File: src/rtl/rxq_pkg.sv
package rxq_pkg;
    typedef enum logic [1:0] {
        Q_EMPTY   = 2'd0,
        Q_PARTIAL = 2'd1,
        Q_FULL    = 2'd2
    } q_state_e;
endpackage

File: src/rtl/rxq_store.sv
module rxq_store #(
    parameter int DEPTH  = 4,
    parameter int DATA_W = 8,
    localparam int AW    = (DEPTH > 1) ? $clog2(DEPTH) : 1
) (
    input  logic              clk,
    input  logic              wr_en,
    input  logic [AW-1:0]     wr_addr,
    input  logic [DATA_W-1:0] wr_data,
    input  logic [AW-1:0]     rd_addr,
    output logic [DATA_W-1:0] head
);
    logic [DATA_W-1:0] slots [DEPTH];

    always_ff @(posedge clk) begin
        if (wr_en) begin
            slots[wr_addr] <= wr_data;
        end
    end

    assign head = slots[rd_addr];
endmodule

File: src/rtl/rxq_ctrl.sv
module rxq_ctrl
    import rxq_pkg::*;
#(
    parameter int DEPTH  = 4,
    parameter int DATA_W = 8,
    localparam int AW    = (DEPTH > 1) ? $clog2(DEPTH) : 1,
    localparam int CW    = $clog2(DEPTH + 1)
) (
    input  logic              clk,
    input  logic              rst_n,
    input  logic              rx_en,
    input  logic              flush,
    input  logic              push_valid,
    input  logic [DATA_W-1:0] push_data,
    input  logic              brk_evt,
    input  logic              rd_strobe,
    output logic              wr_en,
    output logic [AW-1:0]     wr_addr,
    output logic [DATA_W-1:0] wr_data,
    output logic [AW-1:0]     rd_addr,
    output logic              rx_ready,
    output logic              full,
    output logic              can_accept,
    output logic              brk_pulse
);
    localparam logic [CW-1:0] DEPTH_C = CW'(DEPTH);
    localparam logic [AW-1:0] LAST_P  = AW'(DEPTH - 1);

    q_state_e      state, state_n;
    logic [CW-1:0] cnt, cnt_n, after_rd;
    logic [AW-1:0] rptr, rptr_n, wptr, wptr_n;
    logic          take_rd, take_push;

    function automatic logic [AW-1:0] ptr_inc(input logic [AW-1:0] p);
        return (p == LAST_P) ? '0 : p + AW'(1);
    endfunction

    function automatic logic [AW-1:0] ptr_dec(input logic [AW-1:0] p);
        return (p == '0) ? LAST_P : p - AW'(1);
    endfunction

    // Next-state and datapath decisions
    always_comb begin
        take_rd   = rd_strobe && (state != Q_EMPTY);
        take_push = brk_evt || (push_valid && rx_en);
        after_rd  = cnt - CW'(take_rd);
        wr_data   = brk_evt ? '0 : push_data;
        wr_en     = 1'b0;
        wr_addr   = wptr;
        rptr_n    = rptr;
        wptr_n    = wptr;
        cnt_n     = after_rd;
        if (flush) begin
            cnt_n  = '0;
            rptr_n = '0;
            wptr_n = '0;
        end else begin
            if (take_rd) begin
                rptr_n = ptr_inc(rptr);
            end
            if (take_push) begin
                wr_en = 1'b1;
                if (after_rd == DEPTH_C) begin
                    wr_addr = ptr_dec(wptr);
                end else begin
                    wptr_n = ptr_inc(wptr);
                    cnt_n  = after_rd + CW'(1);
                end
            end
        end
        if (cnt_n == '0) begin
            state_n = Q_EMPTY;
        end else if (cnt_n == DEPTH_C) begin
            state_n = Q_FULL;
        end else begin
            state_n = Q_PARTIAL;
        end
    end

    // State register
    always_ff @(posedge clk or negedge rst_n) begin
        if (!rst_n) begin
            state     <= Q_EMPTY;
            cnt       <= '0;
            rptr      <= '0;
            wptr      <= '0;
            brk_pulse <= 1'b0;
        end else begin
            state     <= state_n;
            cnt       <= cnt_n;
            rptr      <= rptr_n;
            wptr      <= wptr_n;
            brk_pulse <= brk_evt;
        end
    end

    // Outputs from state
    always_comb begin
        unique case (state)
            Q_EMPTY:   begin rx_ready = 1'b0; full = 1'b0; end
            Q_PARTIAL: begin rx_ready = 1'b1; full = 1'b0; end
            Q_FULL:    begin rx_ready = 1'b1; full = 1'b1; end
            default:   begin rx_ready = 1'b0; full = 1'b0; end
        endcase
    end

    assign rd_addr    = rptr;
    assign can_accept = rx_en && !full;


    cnt_bound_chk: assert property (@(posedge clk) disable iff (!rst_n)
        cnt <= DEPTH_C);


    push_ready_chk: assert property (@(posedge clk) disable iff (!rst_n)
        (take_push && !flush) |=> rx_ready);


    overwrite_hold_chk: assert property (@(posedge clk) disable iff (!rst_n)
        (state == Q_FULL && take_push && !rd_strobe && !flush)
        |=> (full && $stable(wptr) && $stable(rptr)));


    brk_pulse_chk: assert property (@(posedge clk) disable iff (!rst_n)
        brk_evt |=> brk_pulse);


    empty_read_chk: assert property (@(posedge clk) disable iff (!rst_n)
        (state == Q_EMPTY && !take_push && !flush) |=> (state == Q_EMPTY && $stable(rptr)));


    flush_empty_chk: assert property (@(posedge clk) disable iff (!rst_n)
        flush |=> (!rx_ready && !full));


    swap_count_chk: assert property (@(posedge clk) disable iff (!rst_n)
        (take_rd && take_push && !flush) |=> $stable(cnt));
endmodule

File: src/rtl/rxq_fifo.sv
module rxq_fifo #(
    parameter int DEPTH  = 4,
    parameter int DATA_W = 8
) (
    input  logic              clk,
    input  logic              rst_n,
    input  logic              rx_en,
    input  logic              flush,
    input  logic              push_valid,
    input  logic [DATA_W-1:0] push_data,
    input  logic              brk_evt,
    input  logic              rd_strobe,
    output logic [DATA_W-1:0] rd_data,
    output logic              rx_ready,
    output logic              full,
    output logic              can_accept,
    output logic              brk_pulse
);
    localparam int AW = (DEPTH > 1) ? $clog2(DEPTH) : 1;

    logic              wr_en;
    logic [AW-1:0]     wr_addr, rd_addr;
    logic [DATA_W-1:0] wr_data, head;

    rxq_ctrl #(.DEPTH(DEPTH), .DATA_W(DATA_W)) u_ctrl (
        .clk        (clk),
        .rst_n      (rst_n),
        .rx_en      (rx_en),
        .flush      (flush),
        .push_valid (push_valid),
        .push_data  (push_data),
        .brk_evt    (brk_evt),
        .rd_strobe  (rd_strobe),
        .wr_en      (wr_en),
        .wr_addr    (wr_addr),
        .wr_data    (wr_data),
        .rd_addr    (rd_addr),
        .rx_ready   (rx_ready),
        .full       (full),
        .can_accept (can_accept),
        .brk_pulse  (brk_pulse)
    );

    rxq_store #(.DEPTH(DEPTH), .DATA_W(DATA_W)) u_store (
        .clk     (clk),
        .wr_en   (wr_en),
        .wr_addr (wr_addr),
        .wr_data (wr_data),
        .rd_addr (rd_addr),
        .head    (head)
    );

    assign rd_data = rx_ready ? head : '0;


    accept_gate_chk: assert property (@(posedge clk) disable iff (!rst_n)
        full |-> !can_accept);
endmodule

File: config.mk
export PLATFORM = sky130hd
export DESIGN_NAME = rxq_fifo
export DESIGN_NICKNAME = d
export VERILOG_FILES = /design/src/rtl/rxq_pkg.sv /design/src/rtl/rxq_store.sv /design/src/rtl/rxq_ctrl.sv /design/src/rtl/rxq_fifo.sv
export SDC_FILE = /design/constraint.sdc
export NUM_CORES = 1
export LEC_CHECK = 0
export BUFFER_PORTS_ARGS = -buffer_cell sky130_fd_sc_hd__buf_2
export CAP_MARGIN = 5
export CORE_UTILIZATION = 56
export CTS_CLUSTER_SIZE = 25
export DETAILED_ROUTE_END_ITERATION = 10
export HOLD_SLACK_MARGIN = 0.12
export PLACE_DENSITY = 0.81
export SKIP_LAST_GASP = 1
export SYNTH_ARGS = -nofsm -noshare
export SYNTH_HDL_FRONTEND = slang
export SYNTH_SLANG_ARGS = --single-unit
File: constraint.sdc
create_clock -name clk -period 6.6 [get_ports clk]
set_input_delay 0.99 -clock clk [delete_from_list [all_inputs] [get_ports clk]]
set_output_delay 0.99 -clock clk [all_outputs]
set_load 0.02 [all_outputs]
==> results.md <==
- Status: finished, final reports clean
- First-pass GRT wire length: 5485 microns
- Top cells by area, synth: edfxtp_1, dfrtp_1, mux4_2
- Vias in the first global route: about 1200
- Placeable Area: 0.003363 sq mm
- Worst endpoint data arrival time: 3.13 ns
- Post_cts resized: 0
- Tmin final: roughly 3.2 ns
- CTS root buffer: clkbuf_4
- Post-synth design cell area: 0.001988 sq mm
- Post-synthesis sequential area ratio: 0.6092
- Crit-path slowest cell: a21oi_1
- Worst vdd ir: about 0.22 mV
- RSZ-0062 raised after global routing: false
- Multiplexer share of the synthesized area: 0.1177
- #FFs+latches synth: 42
- Drt pass-1 iters: 5
- Vias/cell: 5.488
- Area Growth Syn to Fin: 11.52%
- Crit path buf inv count: 2
- Syn nets: 155
- Static Leakage: 0.8720 nW
- Final hold vios: 0
- Power per cell area: about 380 mW/mm^2
- Max Cap Viol: 0
- Cell mode on critical path: ha_1
- Post-synth top area cell: edfxtp_1
- Hold WS: approximately 0.49 ns
- Xor and xnor area share after synthesis: 0.008811
- Top_reg_cell synth: edfxtp_1
- Fraction of layout cells with a size suffix above 1: 0.3558
- DRT iter0 DRCs: 56
- CP required: 6.58 ns
- Endpoints failing setup: 0
- CTS tree: built
- # fillers: 265
- Worst R2R Setup Slack: 3.59 ns
- I/O pins: 27
- Compound-Gate Fraction of Synth Area: 0.06797
- Largest family of logic cells by synthesized area: simple AND/OR/NAND/NOR gates
- Top delay family on crit path: compound AO/OA/AOI/OAI gates
- Detailed Place HPWL: 2445 microns
- CP max FO: 8
- Number of synthesized flops with an enable pin: 32
- Unique masters post-synth: 33
- N_diodes: 0
- HP Class: input pin to asynchronous set/reset pin
- DRC violations left: 0
- Worst-margin pin slew: around 0.87 ns
- Hold-fix buffers at CTS: 0
- Nets: 185
- Crit-path cells: buf_2 -> nor2b_1 -> ha_1 -> ha_1 -> ha_1 -> inv_1 -> o211ai_1 -> a21oi_1
- Mean area per synthesized cell: 15.06 sq um
- Number of port buffers: 26
- Clock H-tree levels: 2
- Initial antenna violation count: 0
- Tcrit/Tclk final: 0.4777
- FP Rows: 21
- Die Wd: a little over 60 microns
- Grt ovf: 0
- Clock-pin slew on the worst setup and hold paths: 0.11 ns
- Final wirelength: between 3000 and 4000 microns
- Synth cell count leaders: edfxtp_1, dfrtp_1, inv_1
- Critical path capture point type: flip-flop
- Largest net degree at the start of global routing: 14
- Setup Buffers After CTS: 0
- Total number of vias: 1147
- Post-DR wirelength/cell: 16.15 microns
- Max Slew Vio Count: 0
- Max Clock Skew: 0.003377 ns
- Num Clock Sinks: 42
- Slew headroom: 0.4178
- Synth Warn #: 0
- Gpl congestion: 0.9191
- Post-Synth Simple-Gate Area: 0.1208
- Fmax: 0.3172 GHz
- Asr flop ratio synth: 0.2381
- Setup TNS: 0 ns
- Longest Clk Path Bufs: 2
- Final antenna-violating net count: 0
- Die ar.: 0.003793 sq mm
- Total CTS buffers: 5
- Mapped Cells: approximately 130
- Worst setup path class: input pin to flip-flop
- Top-area cell type share of the netlist area: 0.4833
- Most frequent cell after synthesis: edfxtp_1
- CP Launch Type: input pin
- Die Height: 61.59 microns
- Slowest stage delay, CP: 0.70 ns
- Starting Density: 0.5911
- Adder-cell area share of the yosys netlist: 0.05035
- All-Layer GR Usage: 0.2127
- Clk_lat worst skew: 0.34 ns
-- kinds of logic after synthesis --
kind of cell	after synthesis
xor gates and xnor gates	2
buffers and inverters	13
DFF	42
and+or+nand+nor	38
AOI/OAI and AO/OA	16
muxes	13
adders and majority gates	8
-- state kept, by name, summed over array words and instances, names as in the netlist --
name,flops
u_ctrl.brk_pulse,1
u_ctrl.state,2
u_ctrl.wptr,2
u_ctrl.rd_addr,2
u_ctrl.cnt,3
u_store.slots,32
-- final timing paths --
| kind | startpoint | endpoint | cells after the start |
|---|---|---|---|
| max in group asynchronous | rst_n | u_ctrl.brk_pulse$_DFF_PN0_ | 1 |
| max reg2reg | u_ctrl.state[0]$_DFF_PN0_ | u_store.slots[0][3]$_DFFE_PP_ | 9 |
| max | rd_strobe | u_store.slots[0][3]$_DFFE_PP_ | 8 |
| min reg2reg | u_ctrl.wptr[1]$_DFFE_PN0P_ | u_ctrl.wptr[1]$_DFFE_PN0P_ | 2 |
| min in group clk | u_ctrl.wptr[1]$_DFFE_PN0P_ | u_ctrl.wptr[1]$_DFFE_PN0P_ | 2 |
| min | rst_n | u_ctrl.state[1]$_DFF_PN0_ | 1 |
-- through the flow --
step / util / worst slack [ns] / instance area [sq um] / cells / power [mW]
2_1_floorplan: - / 3.542 / 1988 / 132 / 0.6412
3_3_place_gp: 0.6432 / 3.192 / 2163 / 201 / 0.7144
3_5_place_dp: 0.6432 / 3.067 / 2163 / 201 / 0.7361
4_1_cts: 0.6592 / 3.446 / 2217 / 209 / 0.8525
5_1_grt: 0.6592 / 3.204 / 2217 / 209 / 0.9126
6_report: 0.6592 / 3.447 / 2217 / 209 / 0.8471
-- worst register-to-register path, cell delays in order, from the launching register on --
cell and delay, ns:
dfrtp_1 0.34, inv_1 0.05, ha_1 0.19, nor2b_1 0.28, ha_1 0.21, ha_1 0.26, ha_1 0.29, inv_1 0.19
o211ai_1 0.12, a21oi_1 0.70
-- metal layers --
| layer | global-route usage | vias to the layer above | wire, microns |
|---|---|---|---|
| li1 | - | 555 | - |
| met1 | 0.2951 | 546 | 1493 |
| met2 | 0.3164 | 38 | 1656 |
| met3 | 0.05882 | 8 | 148 |
| met4 | 0.09524 | 0 | 78 |
| met5 | 0 | - | 0 |
-- power breakdown --
group | total, mW | switching, mW | internal (mW)
clock | 0.118 | 0.0787 | 0.0396
combinational | 0.363 | 0.216 | 0.148
sequential | 0.366 | 0.0274 | 0.338
-- placed cells by master, fill, tap and decap left out, drive strengths merged, types with 2 or more instances in the layout --
master   n
clkinv   2
and2     8
nand4b   2
a21oi    4
dfrtp   10
buf     26
inv     10
mux4     8
edfxtp  32
and2b    8
nor2b    4
nor2     9
mux2i    2
ha       8
o211ai   4
mux2     3
clkbuf   5
-- area by class of cell --
class	count	area [sq um]	area share
flip-flops and latches	42	1211	0.5463
multi-input cells	77	726.9	0.3279
repair buffers	26	130.1	0.05869
well taps	46	57.56	0.02596
clock buffers	5	37.54	0.01693
inverters	10	37.54	0.01693
clock inverters	3	16.27	0.007336
Note: power is estimated with default switching activity, not from simulation.
